### config.mk
export PLATFORM = sky130hd
export DESIGN_NAME = sysreg_perm_dec
export DESIGN_NICKNAME = d
export VERILOG_FILES = /design/src/rtl/perm_pkg.sv /design/src/rtl/perm_lvl1_chain.sv /design/src/rtl/perm_lvl2_chain.sv /design/src/rtl/perm_lvl3_chain.sv /design/src/rtl/sysreg_perm_dec.sv
export SDC_FILE = /design/constraint.sdc
export NUM_CORES = 1
export LEC_CHECK = 0
export BUFFER_PORTS_ARGS = -buffer_cell sky130_fd_sc_hd__buf_2
export CORE_AREA = 3 3 40 42
export DETAILED_ROUTE_END_ITERATION = 10
export DIE_AREA = 0 0 43 45
export GPL_TIMING_DRIVEN = 1
export MAX_ROUTING_LAYER = met4
export PLACE_DENSITY = 0.76
export REMOVE_ABC_BUFFERS = 1
export SLEW_MARGIN = 20
export SYNTH_ARGS = -nofsm -noshare
export SYNTH_HDL_FRONTEND = slang
export SYNTH_SLANG_ARGS = --single-unit
### constraint.sdc
create_clock -name vclk -period 4
set_input_delay 0.8 -clock vclk [all_inputs]
set_output_delay 0.8 -clock vclk [all_outputs]
set_load 0.02 [all_outputs]
### src/rtl/perm_pkg.sv
package perm_pkg;

  localparam int NUM_OUTC = 7;

  // Verdict index; the value is also the bit position in the one-hot output.
  typedef enum logic [2:0] {
    OC_UNDEF  = 3'd0,
    OC_TRAP2  = 3'd1,
    OC_TRAP3  = 3'd2,
    OC_VIRT   = 3'd3,
    OC_SINGLE = 3'd4,
    OC_NSEC   = 3'd5,
    OC_SEC    = 3'd6
  } outc_e;

  typedef struct packed {
    logic has2;
    logic has3;
    logic l3_aa32;
    logic lvl2_en;
    logic mon_mode;
    logic cp_trap;
    logic trap_all_g1;
    logic virt_route;
    logic irq_route;
    logic undef_prio;
    logic undef_not_trap;
    logic sre_l1;
    logic sre_l2;
    logic sre_l3;
    logic eff_ns;
  } ctl_t;

endpackage

### src/rtl/perm_lvl1_chain.sv
module perm_lvl1_chain
  import perm_pkg::*;
(
  input  ctl_t  ctl_i,
  output outc_e verdict_o
);
  logic l2_live;
  logic irq_live;

  assign l2_live  = ctl_i.has2 & ctl_i.lvl2_en;
  // Monitor mode under a 32-bit top level masks the IRQ routing checks.
  assign irq_live = ctl_i.has3 & ctl_i.irq_route & ~(ctl_i.l3_aa32 & ctl_i.mon_mode);

  always_comb begin
    if (irq_live && ctl_i.undef_prio)            verdict_o = OC_UNDEF;
    else if (l2_live && ctl_i.cp_trap)           verdict_o = OC_TRAP2;
    else if (!ctl_i.sre_l1)                      verdict_o = OC_UNDEF;
    else if (l2_live && ctl_i.trap_all_g1)       verdict_o = OC_TRAP2;
    else if (l2_live && ctl_i.virt_route)        verdict_o = OC_VIRT;
    else if (irq_live)                           verdict_o = ctl_i.undef_not_trap ? OC_UNDEF : OC_TRAP3;
    else                                         verdict_o = ctl_i.has3 ? OC_NSEC : OC_SINGLE;
  end
endmodule

### src/rtl/perm_lvl2_chain.sv
module perm_lvl2_chain
  import perm_pkg::*;
(
  input  ctl_t  ctl_i,
  output outc_e verdict_o
);
  logic irq_live;

  assign irq_live = ctl_i.has3 & ctl_i.irq_route;

  always_comb begin
    if (irq_live && ctl_i.undef_prio) verdict_o = OC_UNDEF;
    else if (!ctl_i.sre_l2)           verdict_o = OC_UNDEF;
    else if (irq_live)                verdict_o = ctl_i.undef_not_trap ? OC_UNDEF : OC_TRAP3;
    else                              verdict_o = ctl_i.has3 ? OC_NSEC : OC_SINGLE;
  end
endmodule

### src/rtl/perm_lvl3_chain.sv
module perm_lvl3_chain
  import perm_pkg::*;
(
  input  ctl_t  ctl_i,
  output outc_e verdict_o
);
  always_comb begin
    if (!ctl_i.sre_l3)      verdict_o = OC_UNDEF;
    else if (ctl_i.eff_ns)  verdict_o = OC_NSEC;
    else                    verdict_o = OC_SEC;
  end
endmodule

### src/rtl/sysreg_perm_dec.sv
module sysreg_perm_dec
  import perm_pkg::*;
#(
  parameter int          LVL_W      = 2,
  parameter int          SYND_W     = 8,
  parameter logic [7:0]  TRAP2_CODE = 8'h03
) (
  input  logic [LVL_W-1:0]    lvl_i,
  input  logic                mon_mode_i,
  input  logic                gic_present_i,
  input  logic                has_lvl2_i,
  input  logic                has_lvl3_i,
  input  logic                lvl3_aa32_i,
  input  logic                lvl2_en_i,
  input  logic                cp_trap_i,
  input  logic                trap_all_g1_i,
  input  logic                virt_route_i,
  input  logic                irq_route_i,
  input  logic                undef_prio_i,
  input  logic                undef_not_trap_i,
  input  logic                sre_l1_i,
  input  logic                sre_l2_i,
  input  logic                sre_l3_i,
  input  logic                eff_ns_i,
  input  logic                is_write_i,
  output logic [NUM_OUTC-1:0] outcome_o,
  output logic [LVL_W-1:0]    tgt_lvl_o,
  output logic [SYND_W-1:0]   synd_o,
  output logic                xfer_rd_o,
  output logic                xfer_wr_o
);
  localparam logic [LVL_W-1:0] LVL_TWO   = LVL_W'(2);
  localparam logic [LVL_W-1:0] LVL_THREE = LVL_W'(3);

  ctl_t  ctl;
  outc_e v_l1, v_l2, v_l3, sel;
  logic  is_access;

  assign ctl = '{has2: has_lvl2_i, has3: has_lvl3_i, l3_aa32: lvl3_aa32_i,
                 lvl2_en: lvl2_en_i, mon_mode: mon_mode_i, cp_trap: cp_trap_i,
                 trap_all_g1: trap_all_g1_i, virt_route: virt_route_i,
                 irq_route: irq_route_i, undef_prio: undef_prio_i,
                 undef_not_trap: undef_not_trap_i, sre_l1: sre_l1_i,
                 sre_l2: sre_l2_i, sre_l3: sre_l3_i, eff_ns: eff_ns_i};

  perm_lvl1_chain u_l1 (.ctl_i(ctl), .verdict_o(v_l1));
  perm_lvl2_chain u_l2 (.ctl_i(ctl), .verdict_o(v_l2));
  perm_lvl3_chain u_l3 (.ctl_i(ctl), .verdict_o(v_l3));

  always_comb begin
    if (!gic_present_i) sel = OC_UNDEF;
    else begin
      unique case (lvl_i)
        LVL_W'(1): sel = v_l1;
        LVL_TWO:   sel = v_l2;
        LVL_THREE: sel = v_l3;
        default:   sel = OC_UNDEF;
      endcase
    end
  end

  for (genvar g = 0; g < NUM_OUTC; g++) begin : g_onehot
    assign outcome_o[g] = (sel == outc_e'(g));
  end

  always_comb begin
    tgt_lvl_o = '0;
    synd_o    = '0;
    if (sel == OC_TRAP2) begin
      tgt_lvl_o = LVL_TWO;
      synd_o    = SYND_W'(TRAP2_CODE);
    end else if (sel == OC_TRAP3) begin
      tgt_lvl_o = LVL_THREE;
    end
  end

  assign is_access = (sel == OC_VIRT) | (sel == OC_SINGLE) | (sel == OC_NSEC) | (sel == OC_SEC);
  assign xfer_rd_o = is_access & ~is_write_i;
  assign xfer_wr_o = is_access &  is_write_i;

endmodule

==> key figures, run 1 <==
STA
  – Final Hold Viols: 0
  – RSZ-0062 raised after global routing: false
  – Final Max Slew Viols: 0
  – Total negative slack: 0 ns
  – Final worst slack: 0.916 ns
  – Final Setup Violations: 0
  – Final period utilization: 77.1%
  – Hold_ws: 1.87 ns
  – Period minus WS final: 3.08 ns
  – Fmax: 324 MHz

Setup path
  – Most used cell, CP: buf_2
  – Slowest CP cell: or3_1
  – CP cell instances: buf_2, and2_0, or3_1, a32o_2, and2_4, nor3b_2, buf_2
  – CP Launch Type: input port
  – Arrival time worst endpoint: around 2.3 ns
  – Critical path class: input port to output pin
  – Worst-path fanout max: 5
  – Worst Path Required: approximately 3.2 ns
  – Crit end category: output pin
  – Max incr delay on CP: 0.37 ns

Power
  – Clock share of power: 0%
  – LEAKAGE: 0.320 nW
  – Sw Ratio: between 50% and 60%
  – Comb pwr share: 100.0%
  – Internal: approximately 0.022 mW
  – Sequential Power Share: 0%
  – Worst VDD drop: 0.0000475 V
  – Cell Pwr Density: between 90 and 100 mW/mm^2
  – Sw power: 0.0329 mW

Floorplanning
  – Core footprint: 0.00128 mm^2
  – Die Ht: 45 um
  – Die W: 43 um
  – Die Area: ~0.0019 mm^2
  – Initial Util: 32.8%
  – Io pins: 38
  – Row cnt: 13

Clocking
  – Setup Fix Bufs, Post-CTS: 0
  – # resized after CTS: 0
  – Hold-fix buffers at CTS: 0

Synth
  – Syn avg cell area: 7.53 um^2
  – Top post-synthesis cells by area: buf_4 14%, nand3b_4 4.7%, o211a_1 4.7%, a21oi_2 4.2%, o211ai_1 3.6%
  – Dominant cell type by area after synthesis: buf_4
  – Synth unique cells: 37
  – Ys Warns: 0
  – Synth top area share: ~14%
  – Cell Area, Synth: 422 um^2
  – Post-Syn Instances: between 50 and 60
  – Seq/Total Area, Yosys: 0%

Finish
  – Final core occ: between 40% and 50%
  – Antenna diode count: 0
  – Filler cells: about 130
  – Sequential cell count: 0
  – Layout cell share with drive strength beyond 1: 56.5%
  – Nets@finish: ~110
  – Commonest cells after routing, fill and taps aside: 32 x buf_2, 6 x conb_1, 3 x nand2_1, 3 x inv_1, 3 x nor2_1
  – Sequential cell area: 0 um^2
  – Commonest non-fill, non-tap cell in the layout: buf_2
  – Synth-to-layout area growth: 32.6%
  – Clock buf count: 0

Routing
  – DR pass1 iterations: 4
  – Via count: 510
  – DRC: 0
  – WL final: 1130 um
  – Post-DRT Antenna Nets: 0
  – Number of vias per cell: between 5 and 6
  – Avg WL per Cell: 11.3 um
  – Initial DRC Count: 9

Global routing
  – First-pass GRT wire length: 1840 um
  – Tot GR Track Use: 11.8%
  – Grt ovf: 0
  – Vias in the first global route: 441
  – Antenna violations before repair: 0
  – Largest net degree at the start of global routing: 10

Placed design
  – Port Buf Inserts: 32
  – Dpl ws: 0.934 ns
  – Detail Placement HPWL: a little under 1000 um
  – Global placer's final weighted congestion: 0.830

Min path
  – Min-delay worst type: input port to output pin

Job
  – Total of max-cap violations: 0

Run status
  – Status: finished clean
## worst max-delay path, delay by kind of cell
kind / cells / cell delay (ns)
and+or+nand+nor: 4 / 0.90
buffers and inverters: 2 / 0.27
AOI/OAI and AO/OA: 1 / 0.31
## kinds of logic (layout without fill, tap and decap cells)
| group | count (synthesis) | count (layout) | synth area share (%) |
|---|---|---|---|
| and+or+nand+nor | 25 | 25 | 43.3 |
| buffers and inverters | 11 | 35 | 16.9 |
| AOI/OAI and AO/OA | 19 | 19 | 38.9 |
| other | 1 | 6 | 0.889 |
## final timing paths
check                    from            to  cells past startpoint
setup / recovery  lvl3_aa32_i  outcome_o[4]                      7
hold / removal     is_write_i     xfer_rd_o                      3
## cell usage after synthesis, types with 2 or more instances
cell and number:
o211a_1 2, o211ai_1 2, o21a_1 2, nand2_1 3, nand2_2 2, inv_1 3, nor3_1 2, buf_4 8
nor2_1 3, a21oi_2 2
## through the flow
step           cell area (um^2)  instances  total power [mW]
6_report                    559        100            0.0551
5_1_grt                     559        100            0.0601
4_1_cts                     559        100            0.0551
3_5_place_dp                559        100            0.0548
3_3_place_gp                559        100            0.0543
2_1_floorplan               380         53            0.0337
## metal layers
layer  up-vias  part of all wire (%)  GRT usage [%]
met1       218                    48           16.9
met2        33                    39           20.1
li1        259                     -              -
met5         -                     0              -
met4         0                     0              0
met3         0                    13              0
## power groups by stage
stage	combinational (mW)	sequential, mW	clock, mW
floorplan	0.0337	0	0
global placement	0.0543	0	0
detailed placement	0.0548	0	0
CTS	0.0551	0	0
global route	0.0601	0	0
finish	0.0551	0	0
## cell type report
type               instances  area (um^2)  area share (%)
repair buffers            32          160            28.6
multi-input cells         50          369            66.0
inverters                  3         11.3            2.01
well taps                 15         18.8            3.36
(Power assumes the default switching activity.)
==> run 2, diff against run 1 <==
PLACE_DENSITY = 0.79   (was 0.76)
clock period = 2.8 ns   (was 4 ns; I/O delays follow)
==> run 2 against run 1 <==
  * Power grew 43%
  * Sequential share of layout area is the same
  * Combinational power grew 43%
  * Worst hold slack lost 0.48 ns
  * Utilization is the same
  * Clock-buffer cell count is the same
  * Flip-flop and latch count is the same
  * Critical path depth is the same
  * Worst setup slack lost 0.71 ns
  * Wire length grew 2.3%
  * Critical endpoint unchanged
  * Largest power group unchanged
==> key figures, run 2 (same netlist as run 1, synthesis figures left out) <==
Global routing
  – Grt ovf: 0
  – Tot GR Track Use: 11.5%
  – Antenna violations before repair: 0
  – Largest net degree at the start of global routing: 10
  – Vias in the first global route: 444
  – First-pass GRT wire length: around 1800 um

Placed design
  – Port Buf Inserts: 32
  – Dpl ws: about 0.22 ns
  – Cell Area, Placed: 559 um^2
  – Global placer's final weighted congestion: between 0.8 and 0.9
  – Detail Placement HPWL: 1000 um

Routing
  – Post-DRT Antenna Nets: 0
  – WL final: 1160 um
  – Uppermost layer routed: met3
  – Number of vias per cell: about 5.1
  – Detail Route met3 WL: 163 um
  – Avg WL per Cell: 11.6 um
  – DR WL met2: between 500 and 600 um
  – Metal1 wirelength: 486 um
  – Via count: 511
  – DRC: 0
  – DR pass1 iterations: 4
  – Initial DRC Count: 8

Floorplanning
  – Io pins: 38
  – Row cnt: 13
  – Die Area: 0.00194 mm^2
  – Core footprint: 0.00128 mm^2
  – Initial Util: 32.8%
  – Die Ht: 45 um
  – Die W: roughly 43 um

Min path
  – Hold Path Origin: is_write_i
  – Min-Delay Endpoint: xfer_rd_o
  – Worst hold stages: 3
  – Min-delay worst type: input port to output pin

Setup path
  – Critical path's top delay family: simple AND/OR/NAND/NOR gates
  – Slowest CP cell: or3_1
  – Crit end category: output pin
  – Most used cell, CP: buf_2
  – Critical path class: input port to output pin
  – Worst-path fanout max: 5
  – Worst Path Buf+Inv: 2
  – CP cell instances: buf_2, and2_0, or3_1, a32o_2, and2_4, nor3b_2, buf_2
  – CP Launch Type: input port
  – Max incr delay on CP: 0.36 ns
  – Worst Path Required: approximately 2.2 ns
  – Arrival time worst endpoint: 2.03 ns

STA
  – Period minus WS final: 2.59 ns
  – Final worst slack: around 0.21 ns
  – RSZ-0062 raised after global routing: false
  – Final Setup Violations: 0
  – Final Hold Viols: 0
  – Final Max Slew Viols: 0
  – Final period utilization: between 90 and 100%
  – Fmax: around 390 MHz

Power
  – Total Power: 0.0786 mW
  – LEAKAGE: about 0.32 nW
  – Cell Pwr Density: 141 mW/mm^2
  – Worst VDD drop: 0.0000675 V

Clocking
  – Hold-fix buffers at CTS: 0
  – # resized after CTS: 0
  – Setup Fix Bufs, Post-CTS: 0

Finish
  – Commonest cells after routing, fill and taps aside: 32 x buf_2, 6 x conb_1, 3 x nand2_1, 3 x inv_1, 3 x nor2_1
  – Clock buf count: 0
  – Nets@finish: around 110
  – Antenna diode count: 0
  – Synth-to-layout area growth: 32.6%
  – Sequential cell count: 0
  – Layout cell share with drive strength beyond 1: 56.5%
  – Final instance area: 559 um^2
  – Commonest non-fill, non-tap cell in the layout: buf_2
  – Final core occ: 43.5%
  – Sequential cell area: 0 um^2

Job
  – Total of max-cap violations: 0

Run status
  – Status: finished clean
run 2: cell counts in the layout (fill, tap and decap cells not counted):
Identical to the previous run, type by type.
run 2: area by class of cell:
cell class	count	area, um^2
fillers	140	726
inverters	3	11.3
multi-input cells	50	369
well taps	15	18.8
repair buffers	32	160
run 2: worst max-delay path by stage:
stage                      startpoint      endpoint  slack [ns]  cells after the start
after floorplan           lvl3_aa32_i  outcome_o[1]       -0.38                      4
after global placement    lvl3_aa32_i  outcome_o[4]        0.23                      7
after detailed placement     lvl_i[0]     xfer_wr_o        0.22                      7
after CTS                 lvl3_aa32_i  outcome_o[4]        0.22                      7
after global routing         lvl_i[0]  outcome_o[1]        0.06                      7
final                     lvl3_aa32_i  outcome_o[4]        0.21                      7
run 2: per-stage QoR:
| stage | setup TNS [ns] | hold slack, ns | cells |
|---|---|---|---|
| after floorplan | -1.14 | 1.16 | 53 |
| after global placement | 0 | 1.39 | 100 |
| after detailed placement | 0 | 1.39 | 100 |
| after CTS | 0 | 1.39 | 100 |
| after global routing | 0 | 1.40 | 100 |
| final | 0 | 1.39 | 100 |
run 2: power by group:
group / leakage [nW] / switching, mW / internal [mW] / total (mW)
clock network: 0 / 0 / 0 / 0
logic: 0.320 / 0.0470 / 0.0316 / 0.0786
registers: 0 / 0 / 0 / 0
run 2: routing by layer:
layer | GRT usage, % | vias up
met2 | 21.3 | 34
met4 | 0 | 0
met5 | - | -
li1 | - | 258
met3 | 0.797 | 0
met1 | 14.8 | 219
==> run 3, diff against run 2 <==
CAP_MARGIN = 20   (was unset)
CELL_PAD_IN_SITES_DETAIL_PLACEMENT = 0   (was unset)
CELL_PAD_IN_SITES_GLOBAL_PLACEMENT = 2   (was unset)
CORE_AREA = unset   (was 3 3 40 42)
CORE_MARGIN = 3   (was unset)
CORE_UTILIZATION = 19   (was unset)
DIE_AREA = unset   (was 0 0 43 45)
PLACE_DENSITY = 0.91   (was 0.79)
clock period = 2.5 ns   (was 2.8 ns; I/O delays follow)
==> run 3 against run 2 <==
  * Non-clock buffer count rose by 2
  * Power rose by 20%
  * Final cell count rose by 14%
  * Global-route usage fell by 2.9 points
  * Design area rose by 8.9%
  * Wire length rose by 7.4%
  * Utilization fell by 13 points
  * Worst hold slack got worse by 0.11 ns
  * Combinational power rose by 20%
  * Flip-flop and latch count did not move
==> key figures, run 3 (same netlist as run 1, synthesis figures left out) <==
Run status
  – Status: finished clean

Setup path
  – Crit path from: lvl_i[0]
  – CP cell instances: buf_2, or4b_4, o22ai_2, a32o_2, nand3b_4, a21oi_2, buf_2
  – Worst Path Required: 2.00 ns
  – Critical path class: input port to output pin
  – Most used cell, CP: buf_2
  – Max incr delay on CP: between 0.5 and 0.6 ns
  – Crit end category: output pin
  – Worst-path fanout max: 9
  – CP Launch Type: input port
  – Slowest CP cell: or4b_4
  – Arrival time worst endpoint: 1.94 ns

Finish
  – Commonest cells after routing, fill and taps aside: 29 x buf_2, 6 x conb_1, 4 x buf_4
  – Non-Filler Instances: 114
  – Sequential cell area: 0 um^2
  – Synth-to-layout area growth: 44.5%
  – Layout cell share with drive strength beyond 1: 60.9%
  – Filler cells: 224
  – Clock buf count: 0
  – Antenna diode count: 0
  – Commonest non-fill, non-tap cell in the layout: buf_2
  – Sequential cell count: 0
  – Nets@finish: 108

Floorplanning
  – Io pins: 38
  – Core footprint: 0.00202 mm^2
  – Initial Util: 20.9%
  – Die Ht: 53.1 um
  – Row cnt: 16
  – Die W: 53.1 um
  – Die Area: 0.00282 mm^2

Routing
  – DRC: 0
  – DR pass1 iterations: 2
  – Number of vias per cell: 4.44
  – Via count: 506
  – Initial DRC Count: 3
  – WL final: 1240 um
  – Avg WL per Cell: 10.9 um
  – Post-DRT Antenna Nets: 0

Power
  – Clock share of power: 0%
  – Internal: 0.0398 mW
  – Cell Pwr Density: 155 mW/mm^2
  – Sw Ratio: 57.8%
  – Sw power: about 0.055 mW
  – Worst VDD drop: 0.0000456 V
  – Sequential Power Share: 0%
  – LEAKAGE: around 0.33 nW
  – Comb pwr share: 100.0%

Global routing
  – Grt ovf: 0
  – Largest net degree at the start of global routing: 10
  – Vias in the first global route: 462
  – Antenna violations before repair: 0
  – First-pass GRT wire length: 1910 um
  – Tot GR Track Use: around 8.7%

STA
  – Final period utilization: 97.5%
  – Final worst slack: around 0.062 ns
  – Fmax: ~400 MHz
  – Final Setup Violations: 0
  – Final Max Slew Viols: 0
  – RSZ-0062 raised after global routing: true
  – Period minus WS final: about 2.4 ns
  – Final Hold Viols: 0

Placed design
  – Detail Placement HPWL: 1090 um
  – Port Buf Inserts: 32
  – Inst Count DP: 114
  – Dpl ws: around 0.034 ns
  – Global placer's final weighted congestion: 0.737

Clocking
  – # resized after CTS: 0
  – Setup Fix Bufs, Post-CTS: 0
  – Hold-fix buffers at CTS: 0

Job
  – Total of max-cap violations: 0

Min path
  – Min-delay worst type: input port to output pin
  – Hold Path Origin: is_write_i
## run 3: cell types whose count changed in the layout (fill, tap and decap cells not counted), sizes merged
cell,delta
buf,+2
## run 3: final timing paths
kind	endpoint	slack, ns	cells past startpoint
worst min-delay path	xfer_rd_o	1.27	3
worst max-delay path	xfer_rd_o	0.06	7
## run 3: final cells by class
type	count	area, um^2	share of cell area (%)
Inverter	3	11.3	1.85
Tap cell	27	33.8	5.54
Timing Repair Buffer	34	186	30.6
Multi-Input combinational cell	50	378	62.0
## run 3: layer usage
metal / track usage, % / share of wire (%) / vias up
met3: 0.563 / 7.7 / 2
li1: - / - / 263
met2: 13.8 / 45 / 20
met1: 12.2 / 46 / 221
met4: 1.28 / 1.4 / 0
met5: - / 0 / -
## run 3: power groups by stage
stage	Combinational (mW)	Clock [mW]	Sequential [mW]
global route	0.104	0	0
floorplan	0.0540	0	0
finish	0.0944	0	0
global placement	0.0909	0	0
CTS	0.0913	0	0
detailed placement	0.0909	0	0
## run 3: critical path, delay by kind of cell
family          cells  cell delay (ns)
buf+inv             2             0.32
simple gates        2             0.63
compound gates      3             0.49
## run 3: per-stage QoR
stage          TNS [ns]  utilization (%)  area (um^2)  hold WS (ns)  total power, mW
2_1_floorplan     -1.68                -          380          1.04           0.0540
3_3_place_gp          0             29.1          589          1.27           0.0909
3_5_place_dp          0             29.1          589          1.27           0.0909
4_1_cts               0             29.1          589          1.27           0.0913
5_1_grt         -0.0135             30.1          609          1.28            0.104
6_report              0             30.1          609          1.27           0.0944
